## src/rtl/usfrm_pkg.sv

```systemverilog
package usfrm_pkg;

  typedef enum logic [2:0] {
    ST_IDLE,
    ST_PRE,
    ST_HI,
    ST_LO,
    ST_CHK,
    ST_TAIL
  } usfrm_state_e;

  localparam logic [7:0] BYTE_IDLE = 8'hFF;
  localparam logic [7:0] BYTE_ZERO = 8'h00;
  localparam int         SMP_W     = 12;
  localparam int         SEQ_W     = 4;

  // 8-bit sum with the carry folded back in
  function automatic logic [7:0] oc_add(input logic [7:0] a, input logic [7:0] b);
    logic [8:0] t;
    t = {1'b0, a} + {1'b0, b};
    return t[7:0] + {7'd0, t[8]};
  endfunction

  // modulo-16 counter advance
  function automatic logic [SEQ_W-1:0] seq_step(input logic [SEQ_W-1:0] now_s,
                                                input logic [SEQ_W-1:0] was_s);
    return now_s - was_s;
  endfunction

  function automatic logic [SEQ_W-1:0] word_seq(input logic [15:0] w);
    return w[15:12];
  endfunction

  function automatic logic [SMP_W-1:0] word_smp(input logic [15:0] w);
    return w[11:0];
  endfunction

endpackage

```

## src/rtl/usfrm_csum.sv

```systemverilog
module usfrm_csum
  import usfrm_pkg::*;
(
  input  logic       clk,
  input  logic       rst_n,
  input  logic       load,
  input  logic       add,
  input  logic [7:0] din,
  output logic [7:0] sum,
  output logic [7:0] sum_prior,
  output logic [7:0] last_live
);

  always_ff @(posedge clk or negedge rst_n) begin
    if (!rst_n) begin
      sum       <= 8'd0;
      sum_prior <= 8'd0;
      last_live <= 8'd0;
    end else if (load) begin
      sum       <= din;
      sum_prior <= 8'd0;
      last_live <= din;
    end else if (add) begin
      sum <= oc_add(sum, din);
      if (din != BYTE_IDLE) begin
        sum_prior <= sum;
        last_live <= din;
      end
    end
  end

endmodule

```

## src/rtl/usfrm_seqchk.sv

```systemverilog
module usfrm_seqchk
  import usfrm_pkg::*;
#(
  parameter int ST_W = 8
) (
  input  logic             clk,
  input  logic             rst_n,
  input  logic             clr,
  input  logic             en,
  input  logic [SEQ_W-1:0] seq,
  output logic [ST_W-1:0]  slip_cnt,
  output logic [ST_W-1:0]  skip_cnt,
  output logic             slip_ev,
  output logic             skip_ev
);

  localparam logic [ST_W-1:0] ST_MAX = {ST_W{1'b1}};

  logic             have_prev;
  logic [SEQ_W-1:0] prev_seq;
  logic [SEQ_W-1:0] step;

  always_comb begin
    step    = seq_step(seq, prev_seq);
    slip_ev = en && have_prev && (step < 4'd2);
    skip_ev = en && have_prev && (step > 4'd2);
  end

  always_ff @(posedge clk or negedge rst_n) begin
    if (!rst_n) begin
      have_prev <= 1'b0;
      prev_seq  <= '0;
      slip_cnt  <= '0;
      skip_cnt  <= '0;
    end else if (clr) begin
      have_prev <= 1'b0;
      prev_seq  <= '0;
      slip_cnt  <= '0;
      skip_cnt  <= '0;
    end else begin
      if (en) begin
        have_prev <= 1'b1;
        prev_seq  <= seq;
      end
      if (slip_ev && slip_cnt != ST_MAX) slip_cnt <= slip_cnt + 1'b1;
      if (skip_ev && skip_cnt != ST_MAX) skip_cnt <= skip_cnt + 1'b1;
    end
  end

endmodule

```

## src/rtl/usfrm_parser.sv

```systemverilog
module usfrm_parser
  import usfrm_pkg::*;
#(
  parameter int CNT_W = 14,
  parameter int PRE_W = 9,
  parameter int ST_W  = 8
) (
  input  logic             clk,
  input  logic             rst_n,
  input  logic             in_valid,
  input  logic [7:0]       in_byte,
  input  logic [CNT_W-1:0] exp_count,
  input  logic [PRE_W-1:0] pre_limit,
  output logic             s_valid,
  input  logic             s_ready,
  output logic [11:0]      s_sample,
  output logic [3:0]       s_seq,
  output logic             frame_done,
  output logic             csum_err,
  output logic             len_err,
  output logic             pre_timeout,
  output logic [7:0]       diag_val,
  output logic [PRE_W-1:0] pre_len,
  output logic [ST_W-1:0]  slip_cnt,
  output logic [ST_W-1:0]  skip_cnt
);

  usfrm_state_e     state;
  logic [7:0]       hi_q;
  logic             stg_q;
  logic [15:0]      stg_word;
  logic [CNT_W-1:0] smp_cnt;
  logic [PRE_W-1:0] pre_q;
  logic             tail_ff_q;

  logic [7:0]       sum, sum_prior, last_live;
  logic             slip_ev, skip_ev;

  // named internal events (also observed by the checker)
  logic             start_ev, zero_ev, tmo_ev, lo_ev, ffend_ev;
  logic             stage_ev, rel_new, rel_stg, release_ev, chk_ev, done_ev;
  logic             csum_add, cnt_hit;
  logic [CNT_W-1:0] cnt_next;
  logic [15:0]      lo_word, rel_word;

  always_comb begin
    cnt_next   = smp_cnt + 1'b1;
    cnt_hit    = (cnt_next == exp_count);
    lo_word    = {hi_q, in_byte};
    start_ev   = in_valid && (state == ST_IDLE) &&
                 (in_byte != BYTE_IDLE) && (in_byte != BYTE_ZERO);
    zero_ev    = in_valid && (state == ST_PRE) && (in_byte == BYTE_ZERO);
    tmo_ev     = zero_ev && (pre_q == pre_limit);
    lo_ev      = in_valid && (state == ST_LO);
    ffend_ev   = in_valid && (in_byte == BYTE_IDLE) &&
                 (((state == ST_HI) && stg_q) ||
                  ((state == ST_LO) && (hi_q == BYTE_IDLE)));
    stage_ev   = lo_ev && !ffend_ev && (in_byte == BYTE_IDLE) && !cnt_hit;
    rel_new    = lo_ev && !ffend_ev && !stage_ev;
    rel_stg    = in_valid && (state == ST_HI) && stg_q && (in_byte != BYTE_IDLE);
    release_ev = rel_new || rel_stg;
    rel_word   = rel_stg ? stg_word : lo_word;
    chk_ev     = in_valid && (state == ST_CHK);
    done_ev    = chk_ev || ffend_ev;
    csum_add   = in_valid && ((state == ST_PRE) || (state == ST_HI) || (state == ST_LO));
  end

  usfrm_csum u_csum (
    .clk       (clk),
    .rst_n     (rst_n),
    .load      (start_ev),
    .add       (csum_add),
    .din       (in_byte),
    .sum       (sum),
    .sum_prior (sum_prior),
    .last_live (last_live)
  );

  usfrm_seqchk #(.ST_W(ST_W)) u_seq (
    .clk      (clk),
    .rst_n    (rst_n),
    .clr      (start_ev),
    .en       (release_ev),
    .seq      (word_seq(rel_word)),
    .slip_cnt (slip_cnt),
    .skip_cnt (skip_cnt),
    .slip_ev  (slip_ev),
    .skip_ev  (skip_ev)
  );

  // frame sequencing
  always_ff @(posedge clk or negedge rst_n) begin
    if (!rst_n) begin
      state     <= ST_IDLE;
      hi_q      <= 8'd0;
      stg_q     <= 1'b0;
      stg_word  <= 16'd0;
      smp_cnt   <= '0;
      pre_q     <= '0;
      tail_ff_q <= 1'b0;
    end else if (in_valid) begin
      case (state)
        ST_IDLE: begin
          if (start_ev) begin
            state   <= ST_PRE;
            pre_q   <= '0;
            smp_cnt <= '0;
            stg_q   <= 1'b0;
          end
        end
        ST_PRE: begin
          if (zero_ev) begin
            if (tmo_ev) state <= ST_IDLE;
            else        pre_q <= pre_q + 1'b1;
          end else begin
            hi_q  <= in_byte;
            state <= ST_LO;
          end
        end
        ST_HI: begin
          if (ffend_ev) begin
            state <= ST_IDLE;
            stg_q <= 1'b0;
          end else begin
            if (rel_stg) begin
              stg_q   <= 1'b0;
              smp_cnt <= cnt_next;
            end
            hi_q  <= in_byte;
            state <= ST_LO;
          end
        end
        ST_LO: begin
          if (ffend_ev) begin
            state <= ST_IDLE;
          end else if (stage_ev) begin
            stg_q    <= 1'b1;
            stg_word <= lo_word;
            state    <= ST_HI;
          end else begin
            smp_cnt <= cnt_next;
            state   <= cnt_hit ? ST_CHK : ST_HI;
          end
        end
        ST_CHK: begin
          tail_ff_q <= 1'b0;
          state     <= ST_TAIL;
        end
        ST_TAIL: begin
          if (in_byte == BYTE_IDLE) begin
            if (tail_ff_q) state <= ST_IDLE;
            tail_ff_q <= 1'b1;
          end else begin
            tail_ff_q <= 1'b0;
          end
        end
        default: state <= ST_IDLE;
      endcase
    end
  end

  // status registers
  always_ff @(posedge clk or negedge rst_n) begin
    if (!rst_n) begin
      frame_done  <= 1'b0;
      csum_err    <= 1'b0;
      len_err     <= 1'b0;
      pre_timeout <= 1'b0;
      diag_val    <= 8'd0;
    end else begin
      frame_done <= done_ev;
      if (start_ev) begin
        csum_err    <= 1'b0;
        len_err     <= 1'b0;
        pre_timeout <= 1'b0;
        diag_val    <= in_byte;
      end else begin
        if (tmo_ev) pre_timeout <= 1'b1;
        if (chk_ev) csum_err <= (in_byte != ~sum);
        if (ffend_ev) begin
          csum_err <= (last_live != ~sum_prior);
          len_err  <= 1'b1;
        end
        if (in_valid && state == ST_TAIL && in_byte != BYTE_IDLE) len_err <= 1'b1;
      end
    end
  end

  assign pre_len = pre_q;

  // output word register
  always_ff @(posedge clk or negedge rst_n) begin
    if (!rst_n) begin
      s_valid  <= 1'b0;
      s_sample <= '0;
      s_seq    <= '0;
    end else if (release_ev) begin
      s_valid  <= 1'b1;
      s_sample <= word_smp(rel_word);
      s_seq    <= word_seq(rel_word);
    end else if (s_ready) begin
      s_valid <= 1'b0;
    end
  end

endmodule

```

## config.mk

```make
export PLATFORM = sky130hd
export DESIGN_NAME = usfrm_parser
export DESIGN_NICKNAME = d
export VERILOG_FILES = /design/src/rtl/usfrm_pkg.sv /design/src/rtl/usfrm_csum.sv /design/src/rtl/usfrm_seqchk.sv /design/src/rtl/usfrm_parser.sv
export SDC_FILE = /design/constraint.sdc
export NUM_CORES = 1
export LEC_CHECK = 0
export BUFFER_PORTS_ARGS = -buffer_cell sky130_fd_sc_hd__buf_2
export CORE_ASPECT_RATIO = 0.8
export CORE_UTILIZATION = 35
export DETAILED_ROUTE_END_ITERATION = 10
export PLACE_DENSITY = 0.56
export SETUP_SLACK_MARGIN = 0.05
export SLEW_MARGIN = 20
export SYNTH_ARGS = -nofsm -noshare
export SYNTH_HDL_FRONTEND = slang
export SYNTH_SLANG_ARGS = --single-unit
```

## constraint.sdc

```tcl
create_clock -name clk -period 3.41 [get_ports clk]
set_input_delay 0 -clock clk [delete_from_list [all_inputs] [get_ports clk]]
set_output_delay 0 -clock clk [all_outputs]
set_load 0.01 [all_outputs]
```

==> metrics, run 1 <==
run status finished, final reports clean; fin crit share 96.3%; area delta synth->final 25.0%; reported max-cap violation count 0; most frequent cells after synthesis dfrtp_1 (126), nand2_1 (86), o21ai_0 (44); Ys Warns 0; worst setup margin 128 ps; most frequent cell on the critical path mux2_4; die area 20300 sq um; vias in the first global route 5303; syn_area_per_cell between 9 and 10 sq um; Core Area 19200 sq um; clk root buf clkbuf_16; CTS sink cnt 126; R2R Path End u_seq.skip_cnt[2]; Remaining Overflow, GRT 0; WP data required between 3000 and 4000 ps; syn_nets 761; H-tree depth 4; initial core utilization 36.1%; Main synth FF type dfrtp_1; clk buf depth 2; top post-synthesis cells by area dfrtp_1 (46%), mux2_2 (4.9%), nand2_1 (4.7%); CP max stage cell or4_1; Vias per Instance 5.32; WL/cell between 15 and 20 um; Final Max Slew Viols 0; hold slack 15.6 ps; hold crit path type primary input to register; top-count cell post-synth dfrtp_1; drt drc 0; I/O Buffers 88; crit path cell chain nor2b_4 -> o2111ai_4 -> mux2_4 -> ha_4 -> and3b_2 -> o21a_1 -> or4_1 -> mux2_4 -> nand4_1 -> buf_4 -> nor3b_2 -> mux2i_1; sequential share of the synthesized area around 46%; Hold Fails Final Rpt 0; TritonCTS Buffers 17; normalized max-slew margin 35.5%; top cell type's share of synthesized area a little under half; peak supply drop 337 uV; largest net degree at the start of global routing 97; DP HPWL between 10 and 15 mm; Vias 5833; routed wire length 18.5 mm; CP max stage delay 520 ps; CTS tree built; initial antenna violation count 0; R2R depth 12; Worst-path clk slew 60 ps; CP Class register to register; leading area contributor after synthesis dfrtp_1; Post-synth EDFFs 0; final setup vio count 0; Hold Path End diag_val[6]; worst slew pin tran 957 ps; first-pass GRT wire length 29.6 mm; RSZ-0062 raised after global routing true; Power, Total roughly 6700 uW; fraction of layout cells with a size suffix above 1 25.6%; Hold Crit Depth 4; IO Pins 89; CP startpoint kind register; critical path arrival 3580 ps; row count 45; gpl congestion 0.805; die width 159 um; min-delay src in_byte[6]; clk_skew 9.71 ps; Total GRT Usage 18.5%; Place WS 125 ps; Final Critical Period about 3300 ps; ant diodes 0; first-pass iteration count of the detailed router 5; Netlist cell types 58; FILL cells 1863; worst skew pair latency 420 ps; Critical Path Fanout Max 8; Die H 128 um; Power Dens Cells slightly below 800 nW/um^2; NumNets Final 880; Max Clock Freq 305 MHz; #FFs+latches synth 126; Worst R2R Start state[2]; DRT iter0 DRCs 484; CP endpoint kind register; post-synthesis instance total ~710; area of the mapped netlist 6920 sq um; Async S/R FF share, synth between 90% and 100%; P_leak 0.00398 uW; post-route ant nets 0; flop2flop setup slack 130 ps
==> metal layers <==
metal  up-vias  global-route usage (%)  routed length, um
li1       2841                       -                  -
met1      2834                    28.5               9670
met2       146                    26.1               7760
met3        12                    3.62                895
met4         0                    4.92                163
met5         -                       0                  0
==> logic make-up after synthesis <==
group	synth area share (%)
multiplexers	7.68
buffers and inverters	2.91
XOR/XNOR	6.83
AO/OA/AOI/OAI	17.0
AND/OR/NAND/NOR	16.4
flip-flops	45.5
adder cells (fa/ha/maj)	3.65
==> cells in the final DEF (no fill, tap or decap), types with 6 or more instances in the layout <==
cell type and instances:
buf_4 40, xor2_1 18, clkbuf_16 17, o21ai_0 44
nor2_1 43, a21o_1 6, nor3_1 14, nand2_1 86
inv_1 15, o31ai_1 19, a21oi_1 36, a31oi_1 15
xnor2_1 35, mux2i_1 17, ha_1 14, nand2b_1 11
or4_1 7, mux2_2 27, and3_1 6, buf_2 87
dfrtp_1 126, nand4_1 16, nand3_1 18, a22o_1 10
o211ai_1 8, or3_1 6
==> worst max-delay path, delay by kind of cell (launching register included) <==
kind | cells | cell delay (ps)
buffers and inverters | 1 | 190
AOI/OAI and AO/OA | 2 | 380
muxes | 3 | 780
and+or+nand+nor | 5 | 1190
DFF | 1 | 400
adders and majority gates | 1 | 210
==> area by class of cell <==
type | instances | area, sq um | area share, %
inverter | 15 | 56.3 | 0.650
timing repair buffer | 133 | 797 | 9.21
sequential | 126 | 3150 | 36.4
clock buffer | 17 | 425 | 4.91
multi-input combinational | 533 | 3670 | 42.4
clock inverter | 15 | 230 | 2.66
tap | 258 | 323 | 3.73
==> metrics by stage <==
step	instances	utilization (%)	setup TNS (ps)	area [sq um]
floorplan	707	-	0	6950
global placement	1055	40.8	0	7840
CTS	1092	44.5	0	8540
global route	1097	45.1	-18.1	8660
detailed placement	1055	40.8	0	7840
finish	1097	45.1	0	8660
==> registers in the layout, summed over array words and instances (netlist names), 4 cells and up <==
signal,cells
stg_word,16
smp_cnt,14
s_sample,12
pre_len,9
diag_val,8
hi_q,8
u_csum.last_live,8
u_csum.sum,8
u_csum.sum_prior,8
u_seq.skip_cnt,8
u_seq.slip_cnt,8
s_seq,4
u_seq.prev_seq,4
==> power by group <==
part	leakage [uW]	internal, uW	switching [uW]	total (uW)
registers	0.00163	1880	332	2210
clock network	0.000323	1310	718	2030
logic	0.00203	1100	1390	2490
total	0.00398	4280	2440	6720
==> worst max-delay path by stage <==
stage,from,end
3_3_place_gp,state[2],u_seq.slip_cnt[5]
5_1_grt,state[2],u_seq.skip_cnt[5]
2_1_floorplan,state[2],u_seq.slip_cnt[5]
6_report,state[2],u_seq.skip_cnt[2]
3_5_place_dp,state[0],u_seq.skip_cnt[5]
4_1_cts,state[0],u_seq.slip_cnt[5]
==> repair_timing <==
action	in CTS	in global routing
hold buffers	5	0
setup endpoints to repair	0	13
resized for setup	0	16
setup buffers	0	5
endpoints found under the hold margin	99	0
No activity file was read; power rests on OpenSTA's default activity.
==> run 2, diff against run 1 <==
--- a/config.mk
+++ b/config.mk
@@ -9,6 +9,7 @@
 export CORE_ASPECT_RATIO = 0.8
 export CORE_UTILIZATION = 35
 export DETAILED_ROUTE_END_ITERATION = 10
+export MAX_ROUTING_LAYER = met4
 export PLACE_DENSITY = 0.56
 export SETUP_SLACK_MARGIN = 0.05
 export SLEW_MARGIN = 20
==> metrics, run 2 (synthesis gave the netlist of run 1 again) <==
CP Class register to register (unchanged); fin crit share 95.9% (was 96.3%); reported max-cap violation count 0 (unchanged); Worst R2R Start state[2] (unchanged); peak supply drop 337 uV (about the same); min-delay src in_byte[6] (unchanged); DRT iter0 DRCs 458 (was 484); biggest regs stg_word: 16 flops, smp_cnt: 14 flops, s_sample: 12 flops (unchanged); Finished Layout Cells 1097 (unchanged); Hold Fails Final Rpt 0 (unchanged); commonest non-fill, non-tap cell in the layout dfrtp_1 (unchanged); normalized max-slew margin 34.7% (was 35.5%); CP endpoint kind register (unchanged); die area 20300 sq um (unchanged); hold crit path type primary input to register (unchanged); Final Critical Period 3270 ps (was 3280 ps); RSZ-0062 raised after global routing true (unchanged); Power, Total 6720 uW (about the same); DP HPWL 12.9 mm (unchanged); fin area 8660 sq um (unchanged); routed wire length 18.5 mm (about the same); post-route ant nets 0 (unchanged); run status finished, final reports clean (unchanged); worst setup margin 139 ps (was 128 ps); row count 45 (unchanged); die width 159 um (unchanged); Worst Setup SP state[2] (unchanged); CTS sink cnt 126 (unchanged); worst slew pin tran 975 ps (was 957 ps); first-pass GRT wire length 29.6 mm (about the same); FILL cells 1863 (unchanged); P_leak 0.00398 uW (unchanged); commonest non-fill, non-tap cells in the layout dfrtp_1 (126), buf_2 (87), nand2_1 (86) (unchanged); CP startpoint kind register (unchanged); Die H 128 um (unchanged); ant diodes 0 (unchanged); final setup vio count 0 (unchanged); clk buf depth 2 (unchanged); Final Core Density 45.1% (unchanged); IO Pins 89 (unchanged); vias in the first global route 5308 (was 5303); Remaining Overflow, GRT 0 (unchanged); max FFs per register 16 (unchanged); gpl congestion 0.817 (was 0.805); Place WS 125 ps (unchanged); fraction of layout cells with a size suffix above 1 25.6% (unchanged); drt drc 0 (unchanged); Worst-path clk slew 60 ps (about the same); WP data required 3710 ps (about the same); Power Dens Cells 777 nW/um^2 (was 776 nW/um^2); Top reg by flops stg_word (unchanged); placed cells 1055 (unchanged); Core Area 19200 sq um (unchanged); first-pass iteration count of the detailed router 5 (unchanged); initial antenna violation count 0 (unchanged); placement-stage cell area 7840 sq um (unchanged); CTS tree built (unchanged); Vias 5830 (was 5833); initial core utilization 36.1% (unchanged); largest net degree at the start of global routing 97 (unchanged); I/O Buffers 88 (unchanged); Final Max Slew Viols 0 (unchanged); H-tree depth 4 (unchanged); clk_skew 10.6 ps (was 9.71 ps); NumNets Final 880 (unchanged); Critical Path Fanout Max 8 (unchanged); clk root buf clkbuf_16 (unchanged); Vias per Instance 5.31 (was 5.32); WL/cell 16.9 um (about the same); area delta synth->final 25.0% (unchanged); worst skew pair latency 420 ps (about the same); TritonCTS Buffers 17 (unchanged); Total GRT Usage 19.1% (was 18.5%); critical path arrival 3570 ps (was 3580 ps); Max Clock Freq 306 MHz (was 305 MHz)
[run 2: cell counts in the layout (fill, tap and decap cells not counted)]
No cell type changed its count.
[run 2: path summary, 6_finish.rpt]
check                                    endpoint  slack (ps)  cells past startpoint
worst max-delay path            u_seq.skip_cnt[2]         140                     12
worst min-delay path                  diag_val[6]          20                      4
worst max register to register  u_seq.skip_cnt[2]         140                     12
worst min register to register        stg_word[5]         460                      1
max in group asynchronous           u_csum.sum[1]        2310                      3
min in group asynchronous       u_seq.skip_cnt[4]         240                      2
[run 2: layout make-up]
cell class                      count  area [sq um]  share of cell area [%]
Clock inverter                     15           230                    2.66
Timing Repair Buffer              133           797                    9.21
Multi-Input combinational cell    533          3670                    42.4
Clock buffer                       17           425                    4.91
Inverter                           15          56.3                   0.650
Tap cell                          258           323                    3.73
Sequential cell                   126          3150                    36.4
[run 2: per-layer routing]
metal | vias up | share of wire, % | track usage, %
li1 | 2841 | - | -
met5 | - | 0 | -
met3 | 12 | 4.8 | 3.59
met1 | 2834 | 52 | 28.5
met4 | 0 | 0.82 | 4.92
met2 | 143 | 42 | 26.1
[run 2: per-stage QoR]
step / hold slack [ps] / TNS, ps
6_report: 16.6 / 0
5_1_grt: 28.7 / -18.1
4_1_cts: 9.98 / 0
3_5_place_dp: 174 / 0
3_3_place_gp: 181 / 0
2_1_floorplan: -296 / 0
[run 2: worst max-delay path, stage by stage, from the launching register on]
cell and delay [ps]:
dfrtp_1 400, nor2b_4 160, o2111ai_4 190, mux2_4 380, ha_4 210, and3b_2 220
o21a_1 190, or4_1 520, mux2_4 280, nand4_1 250, buf_4 190, nor3b_2 40
mux2i_1 120
[run 2: power by group]
part	leakage, uW	switching, uW	total, uW	internal (uW)
sequential	0.00163	331	2210	1880
combinational	0.00203	1390	2490	1100
clock	0.000323	719	2030	1310
total	0.00398	2440	6720	4280
[run 2: what timing repair did]
action / CTS / global route
setup endpoints to repair: 0 / 13
hold buffers: 5 / 0
buffers inserted: 0 / 5
resized for setup: 0 / 16
endpoints found under the hold margin: 99 / 0
==> run 3, diff against run 2 <==
--- a/config.mk
+++ b/config.mk
@@ -10,9 +10,10 @@
 export CORE_UTILIZATION = 35
 export DETAILED_ROUTE_END_ITERATION = 10
 export MAX_ROUTING_LAYER = met4
-export PLACE_DENSITY = 0.56
+export PLACE_DENSITY = 0.55
 export SETUP_SLACK_MARGIN = 0.05
 export SLEW_MARGIN = 20
 export SYNTH_ARGS = -nofsm -noshare
 export SYNTH_HDL_FRONTEND = slang
+export SYNTH_HIERARCHICAL = 1
 export SYNTH_SLANG_ARGS = --single-unit
==> metrics, run 3 <==
run status finished, violations left (was finished, final reports clean); failing checks design-rule violations; DRT iter0 DRCs 427 (was 458); worst skew pair latency 430 ps (was 420 ps); CP startpoint kind register (unchanged); drt drc 6 (was 0); Vias per Instance 5.31 (about the same); Ys Warns 6 (was 0); worst slew pin tran 927 ps (was 975 ps); Comb power frac 34.7% (was 37.0%); hold crit path type primary input to register (unchanged); Vias 6027 (was 5830); Total GRT Usage 18.4% (was 19.1%); Remaining Overflow, GRT 0 (unchanged); Worst-path clk slew 60 ps (about the same); commonest non-fill, non-tap cells in the layout dfrtp_1 (121), buf_2 (87), mux2_2 (59) (was dfrtp_1 (126), buf_2 (87), nand2_1 (86)); Worst R2R Start smp_cnt[0] (was state[2]); ant diodes 0 (unchanged); post-route ant nets 0 (unchanged); Int Power 3920 uW (was 4280 uW); Final Critical Period 3240 ps (was 3270 ps); post-synthesis instance total 739 (was 707); Seq pwr share 35.7% (was 32.9%); CTS tree built (unchanged); NumNets Final 908 (was 880); peak supply drop 260 uV (was 337 uV); clk buf depth 2 (unchanged); first-pass iteration count of the detailed router 8 (was 5); IO Pins 89 (unchanged); I/O Buffers 88 (unchanged); CP Class register to register (unchanged); initial core utilization 36.2% (was 36.1%); Die H 134 um (was 128 um); row count 47 (was 45); gpl congestion 0.820 (was 0.817); fraction of layout cells with a size suffix above 1 31.6% (was 25.6%); NetSw 2170 uW (was 2440 uW); H-tree depth 4 (unchanged); syn_nets 793 (was 761); Worst Setup SP smp_cnt[0] (was state[2]); initial antenna violation count 0 (unchanged); syn_area_per_cell 10.2 sq um (was 9.79 sq um); Hold Fails Final Rpt 0 (unchanged); WL/cell 16.6 um (was 16.9 um); Top reg by flops stg_word (unchanged); Power Dens Cells 667 nW/um^2 (was 777 nW/um^2); Max Clock Freq 308 MHz (was 306 MHz); clk_skew 13.6 ps (was 10.6 ps); area of the mapped netlist 7570 sq um (was 6920 sq um); final setup vio count 0 (unchanged); die area 22200 sq um (was 20300 sq um); Final Max Slew Viols 0 (unchanged); biggest regs stg_word: 16 flops, smp_cnt: 14 flops, s_sample: 12 flops (unchanged); routed wire length 18.8 mm (was 18.5 mm); max FFs per register 16 (unchanged); Critical Path Fanout Max 7 (was 8); reported max-cap violation count 0 (unchanged); min-delay src in_byte[3] (was in_byte[6]); area delta synth->final 20.5% (was 25.0%); normalized max-slew margin 38.2% (was 34.7%); P_leak 0.00408 uW (was 0.00398 uW); Core Area 20900 sq um (was 19200 sq um); Hold Crit Depth 4 (unchanged); critical path arrival 3550 ps (was 3570 ps); vias in the first global route 5902 (was 5308); WP data required 3710 ps (about the same); R2R depth 12 (unchanged); first-pass GRT wire length 31.6 mm (was 29.6 mm); CP endpoint kind register (unchanged); fin crit share 95.1% (was 95.9%); die width 166 um (was 159 um); clk root buf clkbuf_16 (unchanged); RSZ-0062 raised after global routing false (was true); largest net degree at the start of global routing 99 (was 97); Clk network pwr share 29.6% (was 30.2%); CTS sink cnt 126 (unchanged); TritonCTS Buffers 17 (unchanged); sw frac 35.6% (was 36.3%); DP HPWL 13.1 mm (was 12.9 mm); Final TNS setup 0 ps (unchanged); fin area 9120 sq um (was 8660 sq um); commonest non-fill, non-tap cell in the layout dfrtp_1 (unchanged); placement-stage cell area 8440 sq um (was 7840 sq um)
==> run 3: power groups by stage <==
stage	Sequential [uW]	Clock, uW	Combinational [uW]
final	2170	1800	2110
after global routing	2220	1900	2370
after CTS	2160	1840	2090
after detailed placement	2190	0	2070
after global placement	2180	0	2070
after floorplan	2150	0	1560
==> run 3: path summary, 6_finish.rpt <==
kind	to	slack, ps
max in group asynchronous	stg_word[13]	2300
min	u_csum/sum[3]	30
min in group asynchronous	u_seq/slip_cnt[0]	250
max reg2reg	u_seq/slip_cnt[6]	170
min reg2reg	stg_word[2]	460
max	u_seq/slip_cnt[6]	170
==> run 3: cell type report <==
cell class                 count  area (sq um)
fill                        2086         11800
sequential                   126          3160
tap                          269           337
clock inverter                12           135
timing repair buffer         128           761
multi-input combinational    557          4190
inverter                      24          97.6
clock buffer                  20           447
==> run 3: what timing repair did <==
action	in CTS	in global routing
endpoints found under the hold margin	99	0
endpoints found under the setup margin	0	11
hold buffers	4	0
buffers inserted	0	4
gates resized for setup	0	10
==> run 3: critical path: stages (launching register included) <==
cell	delay (ps)
dfrtp_2	450
nand4_1	250
buf_4	240
nor4_1	230
a2bb2oi_1	150
nor4_2	290
and4_4	310
nor2_8	50
inv_8	60
and2_1	230
nand3b_1	180
nor4b_1	340
mux2_1	350
==> run 3: metal layers <==
metal / GRT usage [%] / wire length [um]
met4: 5.09 / 172
met2: 25.6 / 7980
met3: 3.48 / 877
met1: 26.9 / 9790
met5: - / 0
==> run 3: through the flow <==
stage	utilization [%]	hold slack, ps	total power, uW	cells	setup WS [ps]
floorplan	-	-296	3700	739	50.8
global placement	40.3	172	4250	1096	232
detailed placement	40.3	175	4250	1096	205
CTS	43.3	9.15	6100	1132	134
global route	43.6	29.5	6490	1136	37.8
finish	43.6	27.5	6080	1136	165
